File: src/rtl/brc_pkg.sv
package brc_pkg;
  typedef enum logic [2:0] {
    CLS_NONE   = 3'd0,
    CLS_CHK_A  = 3'd1,
    CLS_CHK_B  = 3'd2,
    CLS_ACC    = 3'd3,
    CLS_UNCORR = 3'd4
  } err_class_e;
endpackage

File: src/rtl/brc_syn_regs.sv
// Holding registers for both syndrome parts and the accumulator word.
module brc_syn_regs #(
  parameter int A_W   = 3,
  parameter int B_W   = 4,
  parameter int ACC_W = 12
) (
  input  logic             clk,
  input  logic             rst,
  input  logic             load,
  input  logic [A_W-1:0]   sa_in,
  input  logic [B_W-1:0]   sb_in,
  input  logic [ACC_W-1:0] acc_d,
  output logic             held_valid,
  output logic [A_W-1:0]   sa_q,
  output logic [B_W-1:0]   sb_q,
  output logic [ACC_W-1:0] acc_q
);
  always_ff @(posedge clk) begin
    if (rst) begin
      held_valid <= 1'b0;
      sa_q       <= '0;
      sb_q       <= '0;
      acc_q      <= '0;
    end else begin
      held_valid <= load;
      if (load) begin
        sa_q  <= sa_in;
        sb_q  <= sb_in;
        acc_q <= acc_d;
      end
    end
  end
endmodule

File: src/rtl/brc_syn_lookup.sv
// Matches a syndrome pair against every signed single-bit fault.
module brc_syn_lookup #(
  parameter int A_W   = 3,
  parameter int B_W   = 4,
  parameter int ACC_W = 12,
  parameter int IDX_W = $clog2(ACC_W)
) (
  input  logic [A_W-1:0]   sa,
  input  logic [B_W-1:0]   sb,
  output logic             hit,
  output logic [IDX_W-1:0] idx,
  output logic             neg
);
  localparam int MOD_A = (1 << A_W) - 1;
  localparam int MOD_B = (1 << B_W) - 1;

  logic [ACC_W-1:0] pos_hit;
  logic [ACC_W-1:0] neg_hit;

  for (genvar j = 0; j < ACC_W; j++) begin : g_bit
    localparam int PA = 1 << (j % A_W);
    localparam int PB = 1 << (j % B_W);
    localparam logic [A_W-1:0] POS_A = A_W'(PA);
    localparam logic [B_W-1:0] POS_B = B_W'(PB);
    localparam logic [A_W-1:0] NEG_A = A_W'(MOD_A - PA);
    localparam logic [B_W-1:0] NEG_B = B_W'(MOD_B - PB);
    assign pos_hit[j] = (sa == POS_A) && (sb == POS_B);
    assign neg_hit[j] = (sa == NEG_A) && (sb == NEG_B);
  end

  always_comb begin
    hit = 1'b0;
    idx = '0;
    neg = 1'b0;
    for (int k = 0; k < ACC_W; k++) begin
      if (pos_hit[k] || neg_hit[k]) begin
        hit = 1'b1;
        idx = IDX_W'(k);
        neg = neg_hit[k];
      end
    end
  end
endmodule

File: src/rtl/brc_ones_fix.sv
// Removes a signed power-of-two fault modulo 2^W-1 (end-around carry).
module brc_ones_fix #(
  parameter int W     = 12,
  parameter int IDX_W = $clog2(W)
) (
  input  logic [W-1:0]     word,
  input  logic [IDX_W-1:0] idx,
  input  logic             neg,
  output logic [W-1:0]     fixed
);
  logic [W-1:0] mag;
  logic [W-1:0] operand;
  logic [W:0]   sum;

  always_comb begin
    mag     = W'(1) << idx;
    // A minus fault is removed by adding the magnitude; a plus fault by
    // adding its one's complement.
    operand = neg ? mag : ~mag;
    sum     = {1'b0, word} + {1'b0, operand};
    fixed   = sum[W-1:0] + W'(sum[W]);
  end
endmodule

File: src/rtl/brc_syndrome_corrector.sv
module brc_syndrome_corrector #(
  parameter int A_W   = 3,
  parameter int B_W   = 4,
  parameter int ACC_W = 12,
  parameter int IDX_W = $clog2(ACC_W)
) (
  input  logic             clk,
  input  logic             rst,
  input  logic             syn_valid,
  input  logic [A_W-1:0]   syn_a,
  input  logic [B_W-1:0]   syn_b,
  input  logic [ACC_W-1:0] acc_in,
  input  logic             maint_clr,
  output logic             out_valid,
  output logic [ACC_W-1:0] out_word,
  output logic [2:0]       out_class,
  output logic [IDX_W-1:0] out_idx,
  output logic             out_neg,
  output logic             inhibit
);
  import brc_pkg::*;

  logic             held_valid;
  logic [A_W-1:0]   sra_q;
  logic [B_W-1:0]   srb_q;
  logic [ACC_W-1:0] acc_q;
  logic             lk_hit;
  logic [IDX_W-1:0] lk_idx;
  logic             lk_neg;
  logic [ACC_W-1:0] fixed_word;
  err_class_e       cls;
  logic             chk_fault;

  brc_syn_regs #(.A_W(A_W), .B_W(B_W), .ACC_W(ACC_W)) u_regs (
    .clk(clk), .rst(rst), .load(syn_valid),
    .sa_in(syn_a), .sb_in(syn_b), .acc_d(acc_in),
    .held_valid(held_valid), .sa_q(sra_q), .sb_q(srb_q), .acc_q(acc_q)
  );

  brc_syn_lookup #(.A_W(A_W), .B_W(B_W), .ACC_W(ACC_W), .IDX_W(IDX_W)) u_lookup (
    .sa(sra_q), .sb(srb_q), .hit(lk_hit), .idx(lk_idx), .neg(lk_neg)
  );

  brc_ones_fix #(.W(ACC_W), .IDX_W(IDX_W)) u_fix (
    .word(acc_q), .idx(lk_idx), .neg(lk_neg), .fixed(fixed_word)
  );

  always_comb begin
    if (~|sra_q && ~|srb_q)  cls = CLS_NONE;
    else if (~|srb_q)        cls = CLS_CHK_A;
    else if (~|sra_q)        cls = CLS_CHK_B;
    else if (lk_hit)         cls = CLS_ACC;
    else                     cls = CLS_UNCORR;
    chk_fault = held_valid && (cls == CLS_CHK_A || cls == CLS_CHK_B);
  end

  always_ff @(posedge clk) begin
    if (rst) begin
      out_valid <= 1'b0;
      out_word  <= '0;
      out_class <= '0;
      out_idx   <= '0;
      out_neg   <= 1'b0;
      inhibit   <= 1'b0;
    end else begin
      out_valid <= held_valid;
      if (held_valid) begin
        out_class <= cls;
        out_word  <= (cls == CLS_ACC && !inhibit) ? fixed_word : acc_q;
        out_idx   <= (cls == CLS_ACC) ? lk_idx : '0;
        out_neg   <= (cls == CLS_ACC) && lk_neg;
      end
      // A new checker fault outranks a maintenance clear on the same edge.
      if (chk_fault)      inhibit <= 1'b1;
      else if (maint_clr) inhibit <= 1'b0;
    end
  end
endmodule

File: config.mk
export PLATFORM = sky130hd
export DESIGN_NAME = brc_syndrome_corrector
export DESIGN_NICKNAME = d
export VERILOG_FILES = /design/src/rtl/brc_pkg.sv /design/src/rtl/brc_syn_regs.sv /design/src/rtl/brc_syn_lookup.sv /design/src/rtl/brc_ones_fix.sv /design/src/rtl/brc_syndrome_corrector.sv
export SDC_FILE = /design/constraint.sdc
export NUM_CORES = 1
export LEC_CHECK = 0
export BUFFER_PORTS_ARGS = -buffer_cell sky130_fd_sc_hd__buf_2
export CORE_MARGIN = 8
export CORE_UTILIZATION = 46
export CTS_CLUSTER_SIZE = 16
export DETAILED_ROUTE_END_ITERATION = 6
export GPL_ROUTABILITY_DRIVEN = 0
export GPL_TIMING_DRIVEN = 0
export PLACE_DENSITY = 0.66
export SLEW_MARGIN = 30
export SYNTH_ARGS = -nofsm -noshare
export SYNTH_HDL_FRONTEND = slang
export SYNTH_SLANG_ARGS = --single-unit
File: constraint.sdc
create_clock -name clk -period 5.8 [get_ports clk]
set_clock_uncertainty 0.05 [all_clocks]
set_input_delay 0.29 -clock clk [delete_from_list [all_inputs] [get_ports clk]]
set_output_delay 0.29 -clock clk [all_outputs]
set_load 0.03 [all_outputs]
==> impl_results.md <==
* Outcome: finished clean
* Post-place setup slack at 82.9 ps
* Slew headroom at 43.9%
* Multi-input combinational cell area at 0.00217 mm^2
* TNS Setup at 0 ps
* Port Buffers at 43
* Global-route usage over all layers at 17.9%
* RSZ-0062 raised after global routing: no
* Post-Layout Cell Count at 526
* Clock power frac at 29.2%
* Layout net count at 483
* Critical Path Sink Type: register
* Post-Place Cells at 520
* DRT iter0 DRCs at 191
* Cell taking the most area after synthesis: dfxtp_1
* Grt total ovfl at 0
* Detailed Routing Iterations Pass 1 at 4
* Routed vias at 3,105
* Synth unique cells at 73
* Synth Area per Inst at 7.94 um^2
* Flop pwr share at 38.5%
* Count of final hold-check violations at 0
* R2R depth at 25
* Register area share after synthesis at 26.7%
* Ant. Diodes at 0
* Area Overhead vs Synth at 14.0%
* Initial core utilization at 46.9%
* Top post-synthesis cells by area: dfxtp_1 (27%), mux2i_1 (7.3%), nor2_1 (7.3%), ha_1 (5.6%), a21oi_1 (4.0%)
* Commonest non-fill, non-tap cells in the layout: nor2_1 (61), buf_2 (46), dfxtp_1 (42), a21oi_1 (25), mux2i_1 (23)
* Die W at 98.8 um
* Crit path time final at 5390 ps
* Worst-skew pair later-pin latency at 300 ps
* CTS clock-pin slew for the worst setup and hold paths at 90 ps
* Vias in the first global route at 2,945
* Main flop type after synthesis: dfxtp_1
* First-pass GRT wire length at 14.4 mm
* Final setup viols at 0
* Die Span Y at 98.8 um
* Routed WL per cell at 16.7 um
* Switching part of the total at 34.1%
* Yosys top cell area share at 26.7%
* Yosys reg bits at 42
* Register Area at 841 um^2
* Die ar. at 0.00976 mm^2
* CTS max path bufs at 2
* Fin crit share at 92.9%
* Asr flop ratio synth at 0%
* Tightest Pin Transition at 842 ps
* Rows at 30
* Worst Path Required at 5940 ps
* Antenna Nets Post-Route at 0
* Post-synth EDFFs at 0
* Gate Count Post-Synth at 397
* Fin worst setup slack at 409 ps
* P_sw at 0.000279 W
* Residual DRC at 0
* H-tree depth at 2
* CP Data Arrival Time at 5540 ps
* Hold Path Stages at 3
* Syn Nets at 435
* MaxCap Viol Count at 0
* Filler instances at 645
* Most common cell after layout, fill and taps aside: nor2_1
* Layout cells sized above 1 at 17.9%
* Ys Warns at 0
* Logic pwr share at 32.3%
* DPL Wire Length at 6.74 mm
* Largest net degree at the start of global routing at 15
* Leakage at 1.55 nW
* Startpoint types: register
* Max Freq at 186 MHz
* Crit-path max FO at 10
* P_int at 0.000539 W
* Initial antenna violation count at 0
* Crit path kind: register to register
* Worst VDD drop at 0.112 mV
* Final slew viol count at 0
* Num ports at 45
* CTS Buf Count at 5
* Via density at 5.90
* Root buf cell: clkbuf_8
* Mapped Area at 0.00315 mm^2
* CTS sink count at 42
* Hold WC Path Type: input pin to register
* CTS tree: yes
* Drt total wl at 8.79 mm
* Total core area at 0.00672 mm^2
* PwrDens at 228 mW/mm^2
==> cell usage after synthesis (all sizes together) (5+ instances only) <==
cell,number
o22ai,5
xnor2,10
buf,7
clkbuf,18
xor2,13
o21ai,12
nand2,22
dfxtp,42
nor2,61
inv,11
nor2b,9
nand3,16
a21o,5
nor3,8
a211oi,9
mux2i,23
and3,6
a21oi,26
ha,14
a31oi,9
==> final timing paths <==
check	slack, ps	startpoint	endpoint
setup / recovery	410	u_regs.sb_q[0]	out_word[8]
hold / removal	170	syn_b[1]	u_regs.sb_q[1]
setup reg to reg	410	u_regs.sb_q[0]	out_word[8]
hold reg to reg	410	out_word[9]	out_word[9]
==> worst max-delay path, cell delays in order (launching register included) <==
cell and delay (ps):
dfxtp_1 480, clkbuf_1 370, nor2_1 190, nand3b_1 240
o21ai_1 130, a211oi_1 270, nand2_1 120, nor3_1 200
xnor2_1 160, ha_1 200, inv_1 60, fa_1 400
and2b_2 270, o21ai_1 120, a211oi_1 380, o31ai_1 130
nand2b_1 90, a21o_1 110, ha_1 190, ha_1 200
nand2_1 110, nor2_1 110, nor4b_2 300, xnor2_1 160
a21oi_1 90, a22o_1 170
==> per-stage QoR <==
step / instance area [um^2] / util (%) / total power [W] / hold slack, ps
5_1_grt: 3590 / 53.5 / 0.000864 / 177
4_1_cts: 3580 / 53.3 / 0.000825 / 162
6_report: 3590 / 53.5 / 0.000819 / 168
3_3_place_gp: 3470 / 51.6 / 0.000578 / 381
3_5_place_dp: 3470 / 51.6 / 0.000581 / 390
2_1_floorplan: 3150 / - / 0.000521 / 348
==> cell type report <==
| class | count | area share, % |
|---|---|---|
| buffer | 23 | 3.06 |
| clock inverter | 3 | 1.25 |
| multi-input combinational | 318 | 60.3 |
| clock buffer | 5 | 1.92 |
| sequential | 42 | 23.4 |
| tap | 80 | 2.79 |
| inverter | 12 | 1.25 |
| timing repair buffer | 43 | 5.99 |
==> what timing repair did <==
item,CTS,global route
buffers inserted,0,0
endpoints found under the setup margin,1,8
endpoints found under the hold margin,0,0
resized for setup,1,8
cloned,0,0
hold buffers,0,0
==> power by group through the flow <==
stage / clock, W / sequential [W] / combinational (W)
final: 0.000239 / 0.000315 / 0.000264
after floorplan: 0 / 0.000333 / 0.000187
after detailed placement: 0 / 0.000322 / 0.000260
after global routing: 0.000256 / 0.000318 / 0.000290
after global placement: 0 / 0.000321 / 0.000257
after CTS: 0.000248 / 0.000315 / 0.000262
==> state kept, by name (all words and copies together), names as in the netlist <==
name / count
out_class: 3
inhibit: 1
out_word: 12
out_valid: 1
u_regs.sb_q: 4
out_idx: 4
u_regs.acc_q: 12
u_regs.sa_q: 3
out_neg: 1
u_regs.held_valid: 1
==> cells by family (layout without fill, tap and decap cells) <==
| kind of cell | after synthesis | count (layout) | share of synthesized area, % |
|---|---|---|---|
| compound gates | 98 | 98 | 21.4 |
| xor+xnor | 23 | 23 | 6.39 |
| fa+ha+maj | 15 | 15 | 6.19 |
| buf+inv | 37 | 86 | 5.00 |
| flops | 42 | 42 | 26.7 |
| mux | 27 | 27 | 8.73 |
| simple gates | 155 | 155 | 25.6 |
==> per-layer routing <==
| layer | wire [um] | GRT usage (%) | vias to the layer above |
|---|---|---|---|
| met2 | 3980 | 29.0 | 113 |
| met3 | 533 | 3.24 | 16 |
| met4 | 147 | 4.60 | 0 |
| li1 | - | - | 1533 |
| met5 | 0 | 0 | - |
| met1 | 4130 | 23.6 | 1443 |
No activity file was read; power rests on OpenSTA's default activity.
